`src/rtl/slot_alloc_pkg.sv`:
```
// Shared definitions for the packet buffer slot allocator.
// Assumes nothing beyond IEEE 1800-2017 package semantics.
package slot_alloc_pkg;

    // Which release port the arbiter granted in a cycle.
    typedef enum logic [1:0] {
        GRANT_NONE    = 2'd0,
        GRANT_DISCARD = 2'd1,
        GRANT_TXDONE  = 2'd2
    } rel_grant_e;

    // Slot size in bytes is 2**SLOT_SHIFT_DEFAULT.
    localparam int SLOT_SHIFT_DEFAULT = 11;

endpackage

```
`src/rtl/slot_prio_enc.sv`:
```
// Lowest-free-slot priority encoder.
// Given the occupancy map (1 = used), reports whether any slot is free and
// the index of the lowest-numbered free one. Purely combinational.
// Assumes IDX_W is wide enough to hold NUM_SLOTS-1.
module slot_prio_enc #(
    parameter int NUM_SLOTS = 64,
    parameter int IDX_W     = (NUM_SLOTS > 1) ? $clog2(NUM_SLOTS) : 1
) (
    input  logic [NUM_SLOTS-1:0] occ,
    output logic                 found,
    output logic [IDX_W-1:0]     idx
);

    // Scan from the top down so the lowest clear bit is the last one written.
    always_comb begin
        found = 1'b0;
        idx   = '0;
        for (int i = NUM_SLOTS - 1; i >= 0; i--) begin
            if (!occ[i]) begin
                found = 1'b1;
                idx   = IDX_W'(i);
            end
        end
    end

endmodule

```
`src/rtl/rel_arbiter.sv`:
```
// Fixed-priority arbiter and address decoder for the two release ports.
// Port 0 (discard) always wins; port 1 (transmit done) is held off while
// port 0 is valid. Each source must hold its request until accepted.
// The granted address is split into a slot index plus a malformed flag
// (nonzero offset bits, or a slot index beyond the last slot).
module rel_arbiter
    import slot_alloc_pkg::*;
#(
    parameter int NUM_SLOTS  = 64,
    parameter int IDX_W      = (NUM_SLOTS > 1) ? $clog2(NUM_SLOTS) : 1,
    parameter int ADDR_W     = 32,
    parameter int SLOT_SHIFT = SLOT_SHIFT_DEFAULT
) (
    input  logic              v0,
    input  logic [ADDR_W-1:0] a0,
    output logic              r0,
    input  logic              v1,
    input  logic [ADDR_W-1:0] a1,
    output logic              r1,
    output logic              take,
    output logic [IDX_W-1:0]  take_idx,
    output logic              take_bad
);

    localparam int HI_LSB = SLOT_SHIFT + IDX_W;

    rel_grant_e        grant;
    logic [ADDR_W-1:0] sel_addr;
    logic              off_nz;
    logic              hi_nz;
    logic              idx_oor;

    // Pick the winning port.
    always_comb begin
        if (v0)      grant = GRANT_DISCARD;
        else if (v1) grant = GRANT_TXDONE;
        else         grant = GRANT_NONE;
    end

    // Ready outputs follow the grant.
    assign r0   = 1'b1;
    assign r1   = (grant != GRANT_DISCARD);
    assign take = (grant != GRANT_NONE);

    // Mux the granted address.
    assign sel_addr = (grant == GRANT_TXDONE) ? a1 : a0;

    // Split the address into offset, index and upper bits.
    assign off_nz   = |sel_addr[SLOT_SHIFT-1:0];
    assign take_idx = sel_addr[SLOT_SHIFT +: IDX_W];

    generate
        if (HI_LSB < ADDR_W) begin : g_hi
            assign hi_nz = |sel_addr[ADDR_W-1:HI_LSB];
        end else begin : g_no_hi
            assign hi_nz = 1'b0;
        end
    endgenerate

    // Flag indices past the last slot when NUM_SLOTS is not a power of two.
    always_comb begin
        idx_oor = (int'(take_idx) >= NUM_SLOTS);
    end

    assign take_bad = off_nz | hi_nz | idx_oor;

endmodule

```
`src/rtl/slot_map.sv`:
```
// Occupancy bitmap, free-slot counter and sticky error flag.
// Applies at most one claim and one release per cycle. The claim index must
// point at a free slot. A release is applied only when it names a used slot
// and is not malformed; otherwise the map is untouched and the error latches.
module slot_map #(
    parameter int NUM_SLOTS = 64,
    parameter int IDX_W     = (NUM_SLOTS > 1) ? $clog2(NUM_SLOTS) : 1,
    parameter int CNT_W     = $clog2(NUM_SLOTS + 1)
) (
    input  logic                 clk,
    input  logic                 rst_n,
    input  logic                 set_en,
    input  logic [IDX_W-1:0]     set_idx,
    input  logic                 clr_en,
    input  logic [IDX_W-1:0]     clr_idx,
    input  logic                 clr_bad,
    output logic [NUM_SLOTS-1:0] occ,
    output logic [CNT_W-1:0]     count,
    output logic                 err
);

    logic                 clr_ok;
    logic [NUM_SLOTS-1:0] set_mask;
    logic [NUM_SLOTS-1:0] clr_mask;
    logic [CNT_W-1:0]     count_nx;

    // A release is valid only for a well-formed address of an occupied slot.
    assign clr_ok = clr_en && !clr_bad && occ[clr_idx];

    // One-hot masks for the claim and the release.
    always_comb begin
        set_mask = '0;
        clr_mask = '0;
        if (set_en) set_mask[set_idx] = 1'b1;
        if (clr_ok) clr_mask[clr_idx] = 1'b1;
    end

    // Next free count: minus one per claim, plus one per accepted release.
    always_comb begin
        count_nx = count;
        if (set_en && !clr_ok)      count_nx = count - CNT_W'(1);
        else if (!set_en && clr_ok) count_nx = count + CNT_W'(1);
    end

    // State update for the map, counter and error flag.
    always_ff @(posedge clk) begin
        if (!rst_n) begin
            occ   <= '0;
            count <= CNT_W'(NUM_SLOTS);
            err   <= 1'b0;
        end else begin
            occ   <= (occ | set_mask) & ~clr_mask;
            count <= count_nx;
            if (clr_en && !clr_ok) err <= 1'b1;
        end
    end

endmodule

```
`src/rtl/pktbuf_slot_alloc.sv`:
```
// Packet buffer slot allocator: top level.
// Grants the lowest free 2**SLOT_SHIFT-byte slot in the cycle of the request.
// Takes back released slots from two fixed-priority ports, and keeps a
// free-slot count. Allocation is always ready; the full case answers in the
// same handshake. Assumes release sources hold valid until accepted.
module pktbuf_slot_alloc
    import slot_alloc_pkg::*;
#(
    parameter int NUM_SLOTS  = 64,
    parameter int ADDR_W     = 32,
    parameter int SLOT_SHIFT = SLOT_SHIFT_DEFAULT,
    parameter int IDX_W      = (NUM_SLOTS > 1) ? $clog2(NUM_SLOTS) : 1,
    parameter int CNT_W      = $clog2(NUM_SLOTS + 1)
) (
    input  logic              clk,
    input  logic              rst_n,
    input  logic              alloc_valid,
    output logic              alloc_ready,
    output logic [ADDR_W-1:0] alloc_addr,
    output logic              alloc_full,
    input  logic              rel0_valid,
    output logic              rel0_ready,
    input  logic [ADDR_W-1:0] rel0_addr,
    input  logic              rel1_valid,
    output logic              rel1_ready,
    input  logic [ADDR_W-1:0] rel1_addr,
    output logic [CNT_W-1:0]  free_count,
    output logic              err_flag
);

    logic [NUM_SLOTS-1:0] occ_map;
    logic                 any_free;
    logic [IDX_W-1:0]     win_idx;
    logic                 rel_take;
    logic [IDX_W-1:0]     rel_idx;
    logic                 rel_bad;

    // Find the lowest free slot in the current map.
    slot_prio_enc #(
        .NUM_SLOTS (NUM_SLOTS),
        .IDX_W     (IDX_W)
    ) u_enc (
        .occ   (occ_map),
        .found (any_free),
        .idx   (win_idx)
    );

    // Serialise the two release sources.
    rel_arbiter #(
        .NUM_SLOTS  (NUM_SLOTS),
        .IDX_W      (IDX_W),
        .ADDR_W     (ADDR_W),
        .SLOT_SHIFT (SLOT_SHIFT)
    ) u_arb (
        .v0       (rel0_valid),
        .a0       (rel0_addr),
        .r0       (rel0_ready),
        .v1       (rel1_valid),
        .a1       (rel1_addr),
        .r1       (rel1_ready),
        .take     (rel_take),
        .take_idx (rel_idx),
        .take_bad (rel_bad)
    );

    // Hold the bitmap, counter and error state.
    slot_map #(
        .NUM_SLOTS (NUM_SLOTS),
        .IDX_W     (IDX_W),
        .CNT_W     (CNT_W)
    ) u_map (
        .clk     (clk),
        .rst_n   (rst_n),
        .set_en  (alloc_valid && any_free),
        .set_idx (win_idx),
        .clr_en  (rel_take),
        .clr_idx (rel_idx),
        .clr_bad (rel_bad),
        .occ     (occ_map),
        .count   (free_count),
        .err     (err_flag)
    );

    // Allocation response, valid in the request cycle.
    assign alloc_ready = 1'b1;
    assign alloc_full  = !any_free;
    assign alloc_addr  = ADDR_W'(win_idx) << SLOT_SHIFT;

endmodule

```
`config.mk`:
```
export PLATFORM = sky130hd
export DESIGN_NAME = pktbuf_slot_alloc
export DESIGN_NICKNAME = d
export VERILOG_FILES = /design/src/rtl/slot_alloc_pkg.sv /design/src/rtl/slot_prio_enc.sv /design/src/rtl/rel_arbiter.sv /design/src/rtl/slot_map.sv /design/src/rtl/pktbuf_slot_alloc.sv
export SDC_FILE = /design/constraint.sdc
export NUM_CORES = 1
export LEC_CHECK = 0
export BUFFER_PORTS_ARGS = -buffer_cell sky130_fd_sc_hd__buf_2
export CAP_MARGIN = 20
export CELL_PAD_IN_SITES_DETAIL_PLACEMENT = 1
export CELL_PAD_IN_SITES_GLOBAL_PLACEMENT = 1
export CORE_ASPECT_RATIO = 2
export CORE_MARGIN = 10
export CORE_UTILIZATION = 25
export DETAILED_ROUTE_END_ITERATION = 8
export GPL_TIMING_DRIVEN = 0
export PLACE_DENSITY_LB_ADDON = 0.1
export SYNTH_ARGS = -nofsm -noshare
export SYNTH_HDL_FRONTEND = slang
export SYNTH_SLANG_ARGS = --single-unit
export TNS_END_PERCENT = 5
```
`constraint.sdc`:
```
create_clock -name clk -period 9.05 [get_ports clk]
set_input_delay 0.905 -clock clk [delete_from_list [all_inputs] [get_ports clk]]
set_output_delay 0.905 -clock clk [all_outputs]
set_load 0.01 [all_outputs]
```
==> Word-level counts from Yosys, hierarchy flattened <==
Index checks and enable logic that the tools add are counted.
{ "totals": {"register_bits": 72, "inputBits": 69, "output_inout_bits": 44, "elab_cells": 172} }
{ "classes": {"n_addsub": 2, "magnitude_cmp": 4, "eq_ne": 2, "mux": 141, "bitwise_logic": 4, "n_reduce_logical": 16} }
{ "ops": {"columns": ["cell", "count"], "rows": [
  ["$mux W6", 64],
  ["$mux W64", 2],
  ["$mux W1", 67],
  ["$and A64 B64 Y64", 1],
  ["$not A64 Y64", 1],
  ["$or A64 B64 Y64", 1],
  ["$mux W32", 1],
  ["$reduce_or A15 Y1", 1],
  ["$lt A6 B7 Y1 const B", 2],
  ["$mux W7", 2],
  ["$demux W1 S6", 2],
  ["$ge A6 B1 Y1 const B", 2],
  ["$reduce_or A11 Y1", 1],
  ["$logic_and A1 B1 Y1", 8],
  ["$add A7 B1 Y7 const B", 1],
  ["$sub A7 B1 Y7 const B", 1],
  ["$bmux W1 S6", 1],
  ["$logic_not A1 Y1", 4],
  ["$mux W2", 2],
  ["$reduce_bool A2 Y1", 2],
  ["$eq A2 B2 Y1 const B", 1],
  ["$ne A2 B1 Y1 const B", 1],
  ["$or A1 B1 Y1", 1]
]} }

==> Longest topological paths before layout <==
{ "depth": {"depth_word": 71, "depth_mapped": 22, "ltp_nobuf": 19} }

==> Modules after synthesis <==
Synthesis repeated with hierarchy kept, for this count alone.
{ "unflattened": {"hier_cells": 618, "hier_area_um2": 5057.4} }
{ "modules_own_cells": {"columns": ["module", "n_inst", "cells_per_inst", "area_each_um2", "seq_area_each_um2"], "rows": [
  ["slot_map", 1, 412, 3786.1, 1441.4],
  ["slot_prio_enc", 1, 144, 818.3, 0.0],
  ["rel_arbiter", 1, 31, 232.7, 0.0],
  ["pktbuf_slot_alloc", 1, 31, 220.2, 0.0]
]} }

==> Worst setup path after synthesis <==
No wires, ideal clock.
{ "synth_timing": {"path_type": "input-to-reg", "from": "in rel0_valid", "to": "reg u_map.count[6]", "setup_time_ps": 130, "arrival_ps": 4584, "required_ps": 8920, "slack_ps": 4336, "path_stages": 21, "path_buffers": 2, "cell_sequence": "and2b_4 > buf_6 > mux2_4 > mux2_2 > o22ai_1 > o21ai_0 > nand3b_1 > nor3b_1 > nand3_1 > ha_1 > clkbuf_1 > xor2_1 > ha_1 > a21oi_1 > o21ai_0 > a221oi_1 > nand2b_1 > a21oi_1 > o21bai_1 > xor2_1 > nand2_1"} }
{ "synth_between": {"elab_chain_cells": 11, "elab_cells_between_ends": 17, "cone_classes": "eq/ne (1); mux (5); bitwise (1); reduce/logical (10)"} }
{ "synth_rtl": {"columns": ["item", "line_no", "rtl"], "rows": [
  ["start, declared", "pktbuf_slot_alloc.sv:21", "input logic rel0_valid,"],
  ["$mux W2 (*)", "rel_arbiter.sv:35", "if (v0) grant = GRANT_DISCARD;"],
  ["branches (longest 6 deep; another with $mux W32)", null, null],
  ["$logic_and A1 B1 Y1 (*)", "slot_map.sv:28", "assign clr_ok = clr_en && !clr_bad && occ[clr_idx];"],
  ["$logic_not A1 Y1", "slot_map.sv:41", "if (set_en && !clr_ok) count_nx = count - CNT_W'(1);"],
  ["$logic_and A1 B1 Y1", "slot_map.sv:41", null],
  ["$mux W7 / $reduce_bool A2 Y1 (equally long branches)", null, null],
  ["end signal, assigned", "slot_map.sv:49", "count <= CNT_W'(NUM_SLOTS);"],
  ["end signal, assigned", "slot_map.sv:53", "count <= count_nx;"],
  ["end, declared", "slot_map.sv:18", "output logic [CNT_W-1:0] count,"]
]} }
Mark *: on every way between the ends. The select of a mux whose other input is x is not followed.
A chain may end at the register's enable or synchronous reset.

==> Worst setup path after layout <==
{ "layout_timing": {"from": "in rel0_valid", "to": "reg u_map.count[4]"} }
Same word-level chain as after synthesis.

==> results.sh <==
export IMPL_synth_cell_types=72
export IMPL_cts_hold_buf=0
export IMPL_cp_top_family="compound AO/OA/AOI/OAI gates"
export IMPL_finalCritPeriodShare=0.671
export IMPL_grt_pass1_vias=6781
export IMPL_grt_max_degree=11
export IMPL_ios=113
export IMPL_io_buffers=83
export IMPL_synthAdderAreaFrac=0.00681
export IMPL_cp_arrival_ns=6.37
export IMPL_r2r_start="u_map.occ[2]$_SDFF_PN0_"
export IMPL_synth_compound_area_frac=0.345
export IMPL_top_usage_layer="met2"
export IMPL_holdPathEnd="u_map.count[6]$_SDFFE_PN1P_"
export IMPL_fillerInstances=2682
export IMPL_ir_worst_vdd_uv=84.1
export IMPL_gr_usage_met3=0.0470
export IMPL_critPathMaxStageDelay_ns=0.85
export IMPL_regArea_sq_mm=0.00144
export IMPL_post_layout_nonfiller_instances=1100
export IMPL_finClkSkew_ns=0.00694
export IMPL_cp_cell_sequence="buf_2, and2b_4, mux2i_1, o21ai_0, o21a_1, o21ai_0, nand3b_1, nor3b_1, nand3_1, ha_1, clkbuf_1, xor2_1, ha_1, a21oi_1, o21ai_0, a221oi_1, xor2_1, or3_1, a21oi_1"
export IMPL_synth_edff_count=0
export IMPL_place_area_sq_mm=0.00638
export IMPL_maxCapViolCount=0
export IMPL_reg2reg_to="u_map.count[4]$_SDFFE_PN0P_"
export IMPL_synth_simple_area_share=0.256
export IMPL_wl_microns=30800
export IMPL_dieArea_sq_mm=0.0287
export IMPL_vias=6397
export IMPL_mostFrequentLayoutCells="87 x buf_2, 72 x dfxtp_1, 62 x nand2_1"
export IMPL_synth_cells=704
export IMPL_hold_path_depth=2
export IMPL_setup_tns_ns=0
export IMPL_critPathMaxFanout=10
export IMPL_gp_congestion=0.953
export IMPL_setup_violations=0
export IMPL_power_density_mw_per_mm2=127
export IMPL_dp_cells=1087
export IMPL_path_class="in2reg"
export IMPL_synth_flop_cell="dfxtp_1"
export IMPL_overflow=0
export IMPL_synth_seq_cells=72
export IMPL_async_flop_share=0
export IMPL_multi_input_area_sq_mm=0.00368
export IMPL_worstRegToRegCells=15
export IMPL_post_cts_resized=0
export IMPL_cts_buffers=9
export IMPL_ys_seq_area_frac=0.262
export IMPL_status="finished, final reports clean"
export IMPL_clock_latency_ns=0.37
export IMPL_yosysWarnings=0
export IMPL_hold_worst_slack_ns=0.497
export IMPL_routed_via_density=5.82
export IMPL_finalNetCount=897
export IMPL_netlist_area_sq_mm=0.00551
export IMPL_post_route_min_period_ns=6.07
export IMPL_synthMuxAreaShare=0.0277
export IMPL_crit_required_ns=9.34
export IMPL_fmax_mhz=165
export IMPL_synth_top_family_by_area="compound AO/OA/AOI/OAI gates"
export IMPL_globalRouteMet2Util=0.378
export IMPL_power_leakage_nw=2.72
export IMPL_slowest_stage="mux2i_1"
export IMPL_antenna_found_initial=0
export IMPL_hold_class="reg2reg"
export IMPL_hpwl_microns=24500
export IMPL_diodes=0
export IMPL_layout_commonest_cell="buf_2"
export IMPL_use_met1=0.187
export IMPL_drive_gt1_frac=0.193
export IMPL_fin_area_sq_mm=0.00664
export IMPL_min_from="u_map.count[6]$_SDFFE_PN1P_"
export IMPL_clk_pin_slew_worst_paths_ns=0.06
export IMPL_start_kind="input pin"
export IMPL_cts_setup_buffers=0
export IMPL_synth_avg_cell_area_sq_um=7.83
export IMPL_drtPass1Iterations=5
export IMPL_clk_path_buf_depth=2
export IMPL_ant_nets=0
export IMPL_synthXorXnorAreaFrac=0.0111
export IMPL_rsz0062_at_grt="false"
export IMPL_slew_violations=0
export IMPL_slew_limit_headroom=0.240
export IMPL_tightest_slew_ns=1.13
export IMPL_remaining_drc_errors=0
export IMPL_cts_sinks=72
export IMPL_cts_root_buffer="clkbuf_16"
export IMPL_cts_htree_levels=3
export IMPL_wl_per_cell_microns=28.0
export IMPL_dr_first_iter_drc_count=383
export IMPL_areaGrowthSynthToFinish_pct=20.5
export IMPL_finalHoldViolations=0
export IMPL_track_usage=0.207
export IMPL_num_rows=76
export IMPL_grt_pass1_wl_microns=45000
export IMPL_initial_core_util=0.255
export IMPL_tritoncts="built"
export IMPL_fp_coreArea_sq_mm=0.0216
export IMPL_r2r_slack_ns=3.88
export IMPL_path_buf_inv=2
export IMPL_end_kind="flop"
export IMPL_die_width_microns=125
export IMPL_fp_dieH_microns=230
export IMPL_crit_top_cell="o21ai_0"
==> worst reg2reg max path: cells and delay by family (launching register included) <==
kind / cells / cell delay (ns)
and+or+nand+nor: 6 / 2.25
AOI/OAI and AO/OA: 4 / 1.16
adders and majority gates: 2 / 0.53
DFF: 1 / 0.48
xor gates and xnor gates: 2 / 0.39
buffers and inverters: 1 / 0.29
==> worst max path at each step <==
| stage | from | endpoint | slack [ns] | cells after the start |
|---|---|---|---|---|
| global placement | rel0_valid | u_map.count[6]$_SDFFE_PN1P_ | 2.89 | 21 |
| finish | rel0_valid | u_map.count[4]$_SDFFE_PN0P_ | 2.98 | 19 |
| CTS | rel0_valid | u_map.count[4]$_SDFFE_PN0P_ | 2.99 | 19 |
| detailed placement | rel0_valid | u_map.count[4]$_SDFFE_PN0P_ | 2.63 | 19 |
| global route | rel0_valid | u_map.count[6]$_SDFFE_PN1P_ | 2.55 | 21 |
| floorplan | rel0_valid | u_map.count[6]$_SDFFE_PN1P_ | 4.34 | 21 |
==> sequential cells by signal, indices dropped and copies added (netlist names) <==
register	flops
u_map.occ	64
u_map.err	1
u_map.count	7
==> cell usage after synthesis (20+ instances only) <==
master    number  area share
nand2_1       62       0.042
a21o_1        35       0.048
dfxtp_1       72        0.26
o311a_1       53       0.096
o21ai_0       34       0.031
nand3_1       24       0.022
buf_4         29       0.040
nand2b_1      20       0.023
inv_1         23       0.016
a21oi_1       29       0.026
nand4_1       24       0.027
o21bai_1      22       0.030
nor2_1        46       0.031
nor4_1        21       0.024
==> layer usage <==
layer / part of all wire / up-vias
met5: 0 / -
met4: 0.090 / 0
met3: 0.055 / 119
met2: 0.52 / 288
met1: 0.33 / 3090
li1: - / 2900
==> layout make-up <==
cell class / instances / area share
multi-input cells: 572 / 0.553
flip-flops and latches: 72 / 0.217
repair buffers: 84 / 0.0637
plain buffers: 62 / 0.0616
well taps: 273 / 0.0514
clock buffers: 12 / 0.0386
inverters: 24 / 0.0136
clock inverters: 1 / 0.000753
==> power breakdown <==
part / internal (W) / switching [W] / total, W
combinational: 0.0000586 / 0.000114 / 0.000172
sequential: 0.000322 / 0.00000775 / 0.000330
clock: 0.000195 / 0.000146 / 0.000341
total: 0.000576 / 0.000267 / 0.000843
==> per-stage QoR <==
stage / total power, W / utilization / setup WS (ns)
2_1_floorplan: 0.000430 / - / 4.34
3_3_place_gp: 0.000500 / 0.295 / 2.89
3_5_place_dp: 0.000505 / 0.296 / 2.63
4_1_cts: 0.000846 / 0.308 / 2.99
5_1_grt: 0.000874 / 0.308 / 2.55
6_report: 0.000843 / 0.308 / 2.98
==> cell families after synthesis <==
family	count (synthesis)
AND/OR/NAND/NOR	267
other	2
multiplexers	14
AO/OA/AOI/OAI	253
adder cells (fa/ha/maj)	3
flip-flops	72
XOR/XNOR	7
buffers and inverters	86
Power figures use the tool's default switching activity.
